==> config.mk <==
export PLATFORM = sky130hd
export DESIGN_NAME = swint_router
export DESIGN_NICKNAME = d
export VERILOG_FILES = /design/src/rtl/swir_pkg.sv /design/src/rtl/swir_bitmap.sv /design/src/rtl/swir_decide.sv /design/src/rtl/swir_addr.sv /design/src/rtl/swint_router.sv
export SDC_FILE = /design/constraint.sdc
export NUM_CORES = 1
export LEC_CHECK = 0
export BUFFER_PORTS_ARGS = -buffer_cell sky130_fd_sc_hd__buf_2
export CAP_MARGIN = 25
export CORE_ASPECT_RATIO = 1.4
export CORE_MARGIN = 4
export CORE_UTILIZATION = 50
export DETAILED_ROUTE_END_ITERATION = 16
export PLACE_DENSITY = 0.64
export SETUP_SLACK_MARGIN = 0.5
export SLEW_MARGIN = 10
export SYNTH_ARGS = -nofsm -noshare
export SYNTH_HDL_FRONTEND = slang
export SYNTH_HIERARCHICAL = 1
export SYNTH_SLANG_ARGS = --single-unit
==> constraint.sdc <==
create_clock -name clk -period 11.33 [get_ports clk]
set_clock_uncertainty 0.15 [all_clocks]
set_input_delay 2.266 -clock clk [delete_from_list [all_inputs] [get_ports clk]]
set_output_delay 2.266 -clock clk [all_outputs]
set_load 0.005 [all_outputs]
==> src/rtl/swir_pkg.sv <==
package swir_pkg;

   typedef enum logic [1:0] {
      ROUTE_NONE  = 2'b00,
      ROUTE_REAL  = 2'b01,
      ROUTE_DESC  = 2'b10,
      ROUTE_FAULT = 2'b11
   } route_e;

   localparam logic [1:0] PRIV_OPEN = 2'd3;

endpackage

==> src/rtl/swir_bitmap.sv <==
module swir_bitmap #(
   parameter int VEC_W  = 8,
   parameter int WORD_W = 32,
   localparam int NUM_VEC   = 1 << VEC_W,
   localparam int NUM_WORDS = NUM_VEC / WORD_W,
   localparam int IDX_W     = (NUM_WORDS > 1) ? $clog2(NUM_WORDS) : 1
) (
   input  logic              clk,
   input  logic              rst_n,
   input  logic              wr_en,
   input  logic [IDX_W-1:0]  wr_idx,
   input  logic [WORD_W-1:0] wr_data,
   input  logic [VEC_W-1:0]  rd_vec,
   output logic              rd_bit
);

   if (WORD_W < 8 || (WORD_W & (WORD_W - 1)) != 0 || WORD_W > NUM_VEC) begin : g_bad_word
      initial $fatal(1, "swir_bitmap: WORD_W must be a power of two between 8 and 2**VEC_W");
   end

   logic [NUM_VEC-1:0] flat;

   for (genvar w = 0; w < NUM_WORDS; w++) begin : g_word
      logic [WORD_W-1:0] word_q;
      always_ff @(posedge clk or negedge rst_n) begin
         if (!rst_n)
            word_q <= '0;
         else if (wr_en && wr_idx == IDX_W'(w))
            word_q <= wr_data;
      end
      assign flat[w*WORD_W +: WORD_W] = word_q;
   end

   assign rd_bit = flat[rd_vec];

   // without a write strobe the stored bitmap does not move
   p_hold_r9: assert property (@(posedge clk) disable iff (!rst_n)
      !wr_en |=> $stable(flat));

endmodule

==> src/rtl/swir_decide.sv <==
module swir_decide
   import swir_pkg::*;
(
   input  logic       vm,
   input  logic       ext_en,
   input  logic       map_bit,
   input  logic [1:0] iopl,
   output route_e     route
);

   logic intercept;

   // legacy path is taken when the extension is off or the vector is marked
   assign intercept = !ext_en || map_bit;

   always_comb begin
      if (!vm)
         route = ROUTE_DESC;
      else if (!intercept)
         route = ROUTE_REAL;
      else if (iopl == PRIV_OPEN)
         route = ROUTE_DESC;
      else
         route = ROUTE_FAULT;
   end

endmodule

==> src/rtl/swir_addr.sv <==
module swir_addr
   import swir_pkg::*;
#(
   parameter int VEC_W      = 8,
   parameter int ADDR_W     = 32,
   parameter int REAL_SHIFT = 2,
   parameter int DESC_SHIFT = 3
) (
   input  route_e             route,
   input  logic [VEC_W-1:0]   vec,
   input  logic [ADDR_W-1:0]  base,
   output logic [ADDR_W-1:0]  addr
);

   if (ADDR_W < VEC_W + DESC_SHIFT || ADDR_W < VEC_W + REAL_SHIFT) begin : g_bad_addr
      initial $fatal(1, "swir_addr: ADDR_W too narrow for the scaled vector");
   end

   logic [ADDR_W-1:0] vec_ext;
   logic [ADDR_W-1:0] real_off;
   logic [ADDR_W-1:0] desc_off;

   assign vec_ext  = ADDR_W'(vec);
   assign real_off = vec_ext << REAL_SHIFT;
   assign desc_off = vec_ext << DESC_SHIFT;

   always_comb begin
      unique case (route)
         ROUTE_REAL: addr = real_off;
         ROUTE_DESC: addr = base + desc_off;
         default:    addr = '0;
      endcase
   end

endmodule

==> src/rtl/swint_router.sv <==
module swint_router
   import swir_pkg::*;
#(
   parameter int VEC_W  = 8,
   parameter int WORD_W = 32,
   parameter int ADDR_W = 32,
   localparam int NUM_VEC   = 1 << VEC_W,
   localparam int NUM_WORDS = NUM_VEC / WORD_W,
   localparam int IDX_W     = (NUM_WORDS > 1) ? $clog2(NUM_WORDS) : 1
) (
   input  logic              clk,
   input  logic              rst_n,
   input  logic              req_valid,
   input  logic [VEC_W-1:0]  req_vector,
   input  logic [1:0]        req_iopl,
   input  logic              req_vm,
   input  logic              req_ext_en,
   input  logic [ADDR_W-1:0] idt_base,
   input  logic              bm_wr_en,
   input  logic [IDX_W-1:0]  bm_wr_idx,
   input  logic [WORD_W-1:0] bm_wr_data,
   output logic              rsp_valid,
   output logic [1:0]        rsp_route,
   output logic [ADDR_W-1:0] rsp_addr
);

   logic              valid_q;
   logic [VEC_W-1:0]  vec_q;
   logic [1:0]        iopl_q;
   logic              vm_q;
   logic              ext_q;
   logic [ADDR_W-1:0] base_q;

   always_ff @(posedge clk or negedge rst_n) begin
      if (!rst_n) begin
         valid_q <= 1'b0;
         vec_q   <= '0;
         iopl_q  <= '0;
         vm_q    <= 1'b0;
         ext_q   <= 1'b0;
         base_q  <= '0;
      end else begin
         valid_q <= req_valid;
         if (req_valid) begin
            vec_q  <= req_vector;
            iopl_q <= req_iopl;
            vm_q   <= req_vm;
            ext_q  <= req_ext_en;
            base_q <= idt_base;
         end
      end
   end

   logic              map_bit;
   route_e            route;
   logic [ADDR_W-1:0] addr;

   swir_bitmap #(.VEC_W(VEC_W), .WORD_W(WORD_W)) i_bitmap (
      .clk     (clk),
      .rst_n   (rst_n),
      .wr_en   (bm_wr_en),
      .wr_idx  (bm_wr_idx),
      .wr_data (bm_wr_data),
      .rd_vec  (vec_q),
      .rd_bit  (map_bit)
   );

   swir_decide i_decide (
      .vm      (vm_q),
      .ext_en  (ext_q),
      .map_bit (map_bit),
      .iopl    (iopl_q),
      .route   (route)
   );

   swir_addr #(.VEC_W(VEC_W), .ADDR_W(ADDR_W)) i_addr (
      .route (route),
      .vec   (vec_q),
      .base  (base_q),
      .addr  (addr)
   );

   assign rsp_valid = valid_q;
   assign rsp_route = valid_q ? route : ROUTE_NONE;
   assign rsp_addr  = valid_q ? addr  : '0;

   // one result strobe per request, none otherwise
   p_pulse_r2: assert property (@(posedge clk) disable iff (!rst_n)
      req_valid |=> rsp_valid);
   p_idle_r2: assert property (@(posedge clk) disable iff (!rst_n)
      !req_valid |=> !rsp_valid);

   // outside virtual-machine mode the descriptor table is used
   p_native_desc_r3: assert property (@(posedge clk) disable iff (!rst_n)
      (req_valid && !req_vm) |=> rsp_route == ROUTE_DESC);

   // guest table only with mode and extension both on; entries are 4-byte aligned below 1 KiB
   p_real_gate_r4: assert property (@(posedge clk) disable iff (!rst_n)
      (req_valid && !(req_vm && req_ext_en)) |=> rsp_route != ROUTE_REAL);
   p_real_addr_r4: assert property (@(posedge clk) disable iff (!rst_n)
      (rsp_valid && rsp_route == ROUTE_REAL) |->
         (rsp_addr[1:0] == 2'b00 && (rsp_addr >> (VEC_W + 2)) == '0));

   // full privilege never faults, and a fault carries no address
   p_open_no_fault_r7: assert property (@(posedge clk) disable iff (!rst_n)
      (req_valid && req_iopl == PRIV_OPEN) |=> rsp_route != ROUTE_FAULT);
   p_fault_addr_r7: assert property (@(posedge clk) disable iff (!rst_n)
      (rsp_valid && rsp_route == ROUTE_FAULT) |-> rsp_addr == '0);

endmodule

==> out/metrics.csv <==
stage;metric;value;unit
outcome;status;finished, final reports clean;
placement;portBuffers;117;
finish;syn_to_final_growth;12.2;%
route;vias;8943;
yosys;synth_cell_types;58;
yosys;ys.flop_type;dfrtp_1;
job;drv_cap;0;
grt;track_usage;0.218;
floorplanning;die_w;153;um
route;drtIter0Drc;381;
critical_path;path_max_fanout;48;
critical_path;worstSetupPathType;reg -> out;
sta;tightest_slew;890;ps
finish;regArea;7540;um^2
yosys;syn-num-nets;1131;
yosys;ys_async_sr_fraction;1.00;
cts;ctsResizeCount;0;
cts;cts_setup_buffers;0;
pwr;ir_drop;129;uV
yosys;synthTopCellsByArea;dfrtp_1, mux2_2, mux4_2;
finish;utilization;0.569;
cts;cts_buffers;31;
route;drc;0;
yosys;synth_seq_cells;301;
yosys;ys_seq_area_frac;0.510;
finish;multiInputGateArea;6860;um^2
sta;max-slew-margin-rel;0.406;
floorplanning;initial_core_util;0.507;
floorplanning;fp.dieH;211;um
yosys;synth_common_cells;dfrtp_1, mux2_2, mux2i_1;
sta;rsz0062_at_grt;no;
floorplanning;io_pins;118;
route;routed_wl;35.1;mm
finish;fillers;2434;
sta;timing.final.crit_period;8440;ps
yosys;syn_area_per_cell;14.2;um^2
floorplanning;core-area;29200;um^2
sta;setup-violations-final;0;
critical_path;start_kind;flop;
critical_path;cp.required;8910;ps
cts;h-tree-depth;1;
yosys;syn_inst;1037;
sta;fmax;118;MHz
grt;grt_pass1_wl;55.5;mm
grt;antenna_found_initial;0;
cts;clockBufferDepth;3;
worst_hold_path;hold_class;reg -> reg;
sta;tns;0;ps
cts;path_clk_slew;60;ps
cts;tritoncts;built;
finish;nNetsFinal;1236;
sta;report.final.slew_viol_count;0;
yosys;netlist_area;14800;um^2
sta;post-route-period-util;0.745;
critical_path;worstSetupEndpointType;primary output;
cts;worstSkewPairLatency;560;ps
cts;cts_num_sinks;301;
floorplanning;die_area;32400;um^2
critical_path;arrival;6030;ps
pwr;p_per_area;180;nW/um^2
placement;dp_hpwl;23.3;mm
route;wl_per_cell;22.8;um
floorplanning;fp-row-count;74;
route;drtPass1Iterations;4;
sta;hold_violations;0;
yosys;yosysWarnings;6;
cts;cts-root-buf;clkbuf_16;
yosys;synth-edff-count;0;
finish;drive_gt1_frac;0.462;
cts;cts_hold_buf;0;
grt;grt_pass1_vias;9456;
grt;grt_start_max_net_pins;105;
placement;gp_congestion;0.795;
yosys;yosysTopAreaCell;dfrtp_1;
yosys;yosysMostFrequentCell;dfrtp_1;
finish;final_area;16600;um^2
route;via_per_inst;5.81;
pwr;total_leakage_power;7.27;nW
placement;dpl-instance-area;15600;um^2
grt;overflow;0;
route;final_antenna_net_count;0;
yosys;synth_top_area_share;0.510;
-- through the flow --
| stage | total power [W] | hold slack (ps) | instances | setup WS [ps] |
|---|---|---|---|---|
| finish | 0.00298 | 349 | 1540 | 2890 |
| global route | 0.00313 | 358 | 1539 | 2520 |
| CTS | 0.00302 | 352 | 1537 | 2860 |
| detailed placement | 0.00207 | 339 | 1487 | 3490 |
| global placement | 0.00205 | 332 | 1487 | 3570 |
| floorplan | 0.00187 | 324 | 1037 | 5230 |
-- worst paths after layout --
| check | start | end | slack (ps) | cells past startpoint |
|---|---|---|---|---|
| max reg2reg | vec_q[0] | vec_q[0] | 9490 | 2 |
| min | i_bitmap/g_word[7].word_q[7] | i_bitmap/g_word[7].word_q[7] | 350 | 1 |
| max in group asynchronous | rst_n | i_bitmap/g_word[4].word_q[17] | 7470 | 4 |
| min reg2reg | i_bitmap/g_word[7].word_q[7] | i_bitmap/g_word[7].word_q[7] | 350 | 1 |
| max | vec_q[1] | rsp_addr[26] | 2890 | 16 |
| min in group asynchronous | rst_n | vec_q[3] | 1610 | 1 |
-- placed cells by master (no fill, tap or decap), types with 16 or more instances in the layout --
| cell | count |
|---|---|
| mux2_4 | 40 |
| mux4_2 | 42 |
| xnor2_1 | 16 |
| mux2_2 | 261 |
| clkbuf_16 | 31 |
| mux2i_1 | 51 |
| o22ai_1 | 22 |
| buf_2 | 116 |
| dfrtp_1 | 299 |
| nor2_1 | 39 |
| and2_1 | 38 |
-- metal layers --
layer | track usage | up-vias | routed length [um]
met5 | 0 | - | 0
met4 | 0.0578 | 0 | 749
met3 | 0.0272 | 46 | 1260
met2 | 0.396 | 176 | 18600
met1 | 0.277 | 4684 | 14600
li1 | - | 4037 | -
-- critical path, stage by stage (launching register included) --
cell and delay, ps:
dfrtp_4 980, buf_4 490, mux4_2 560, a22o_1 240
nor4_1 200, a311oi_1 110, a31oi_1 320, a22oi_1 230
nand2b_4 190, a31oi_1 270, inv_1 80, ha_1 380
nand2b_1 720, nor2_1 60, mux2_1 310, and2_1 150
buf_2 120
-- where the power goes --
part	internal, W	total (W)	leakage (nW)	switching (W)
Sequential	0.00129	0.00143	3.60	0.000142
Combinational	0.000356	0.000611	3.22	0.000254
Clock	0.000530	0.000935	0.446	0.000405
Total	0.00218	0.00298	7.27	0.000801
-- final cells by class --
class	instances	share of cell area
flip-flops and latches	301	0.455
multi-input cells	664	0.414
repair buffers	134	0.0456
clock inverters	4	0.00143
diodes	1	0.000151
well taps	380	0.0287
clock buffers	46	0.0532
inverters	10	0.00226
-- cells by family (layout without fill, tap and decap cells) --
logic type / Yosys count / after routing / synth area share
other: 0 / 1 / 0
and+or+nand+nor: 143 / 143 / 0.0539
buffers and inverters: 72 / 194 / 0.0268
DFF: 301 / 301 / 0.510
adders and majority gates: 11 / 11 / 0.00982
AOI/OAI and AO/OA: 89 / 89 / 0.0452
muxes: 395 / 395 / 0.339
xor gates and xnor gates: 26 / 26 / 0.0154
-- registers in the layout (all words and copies together) (netlist names) --
| register | count |
|---|---|
| i_bitmap/g_word.word_q | 256 |
| base_q | 32 |
| vec_q | 8 |
| iopl_q | 2 |
| ext_q | 1 |
| rsp_valid | 1 |
| vm_q | 1 |
(Power assumes the default switching activity.)
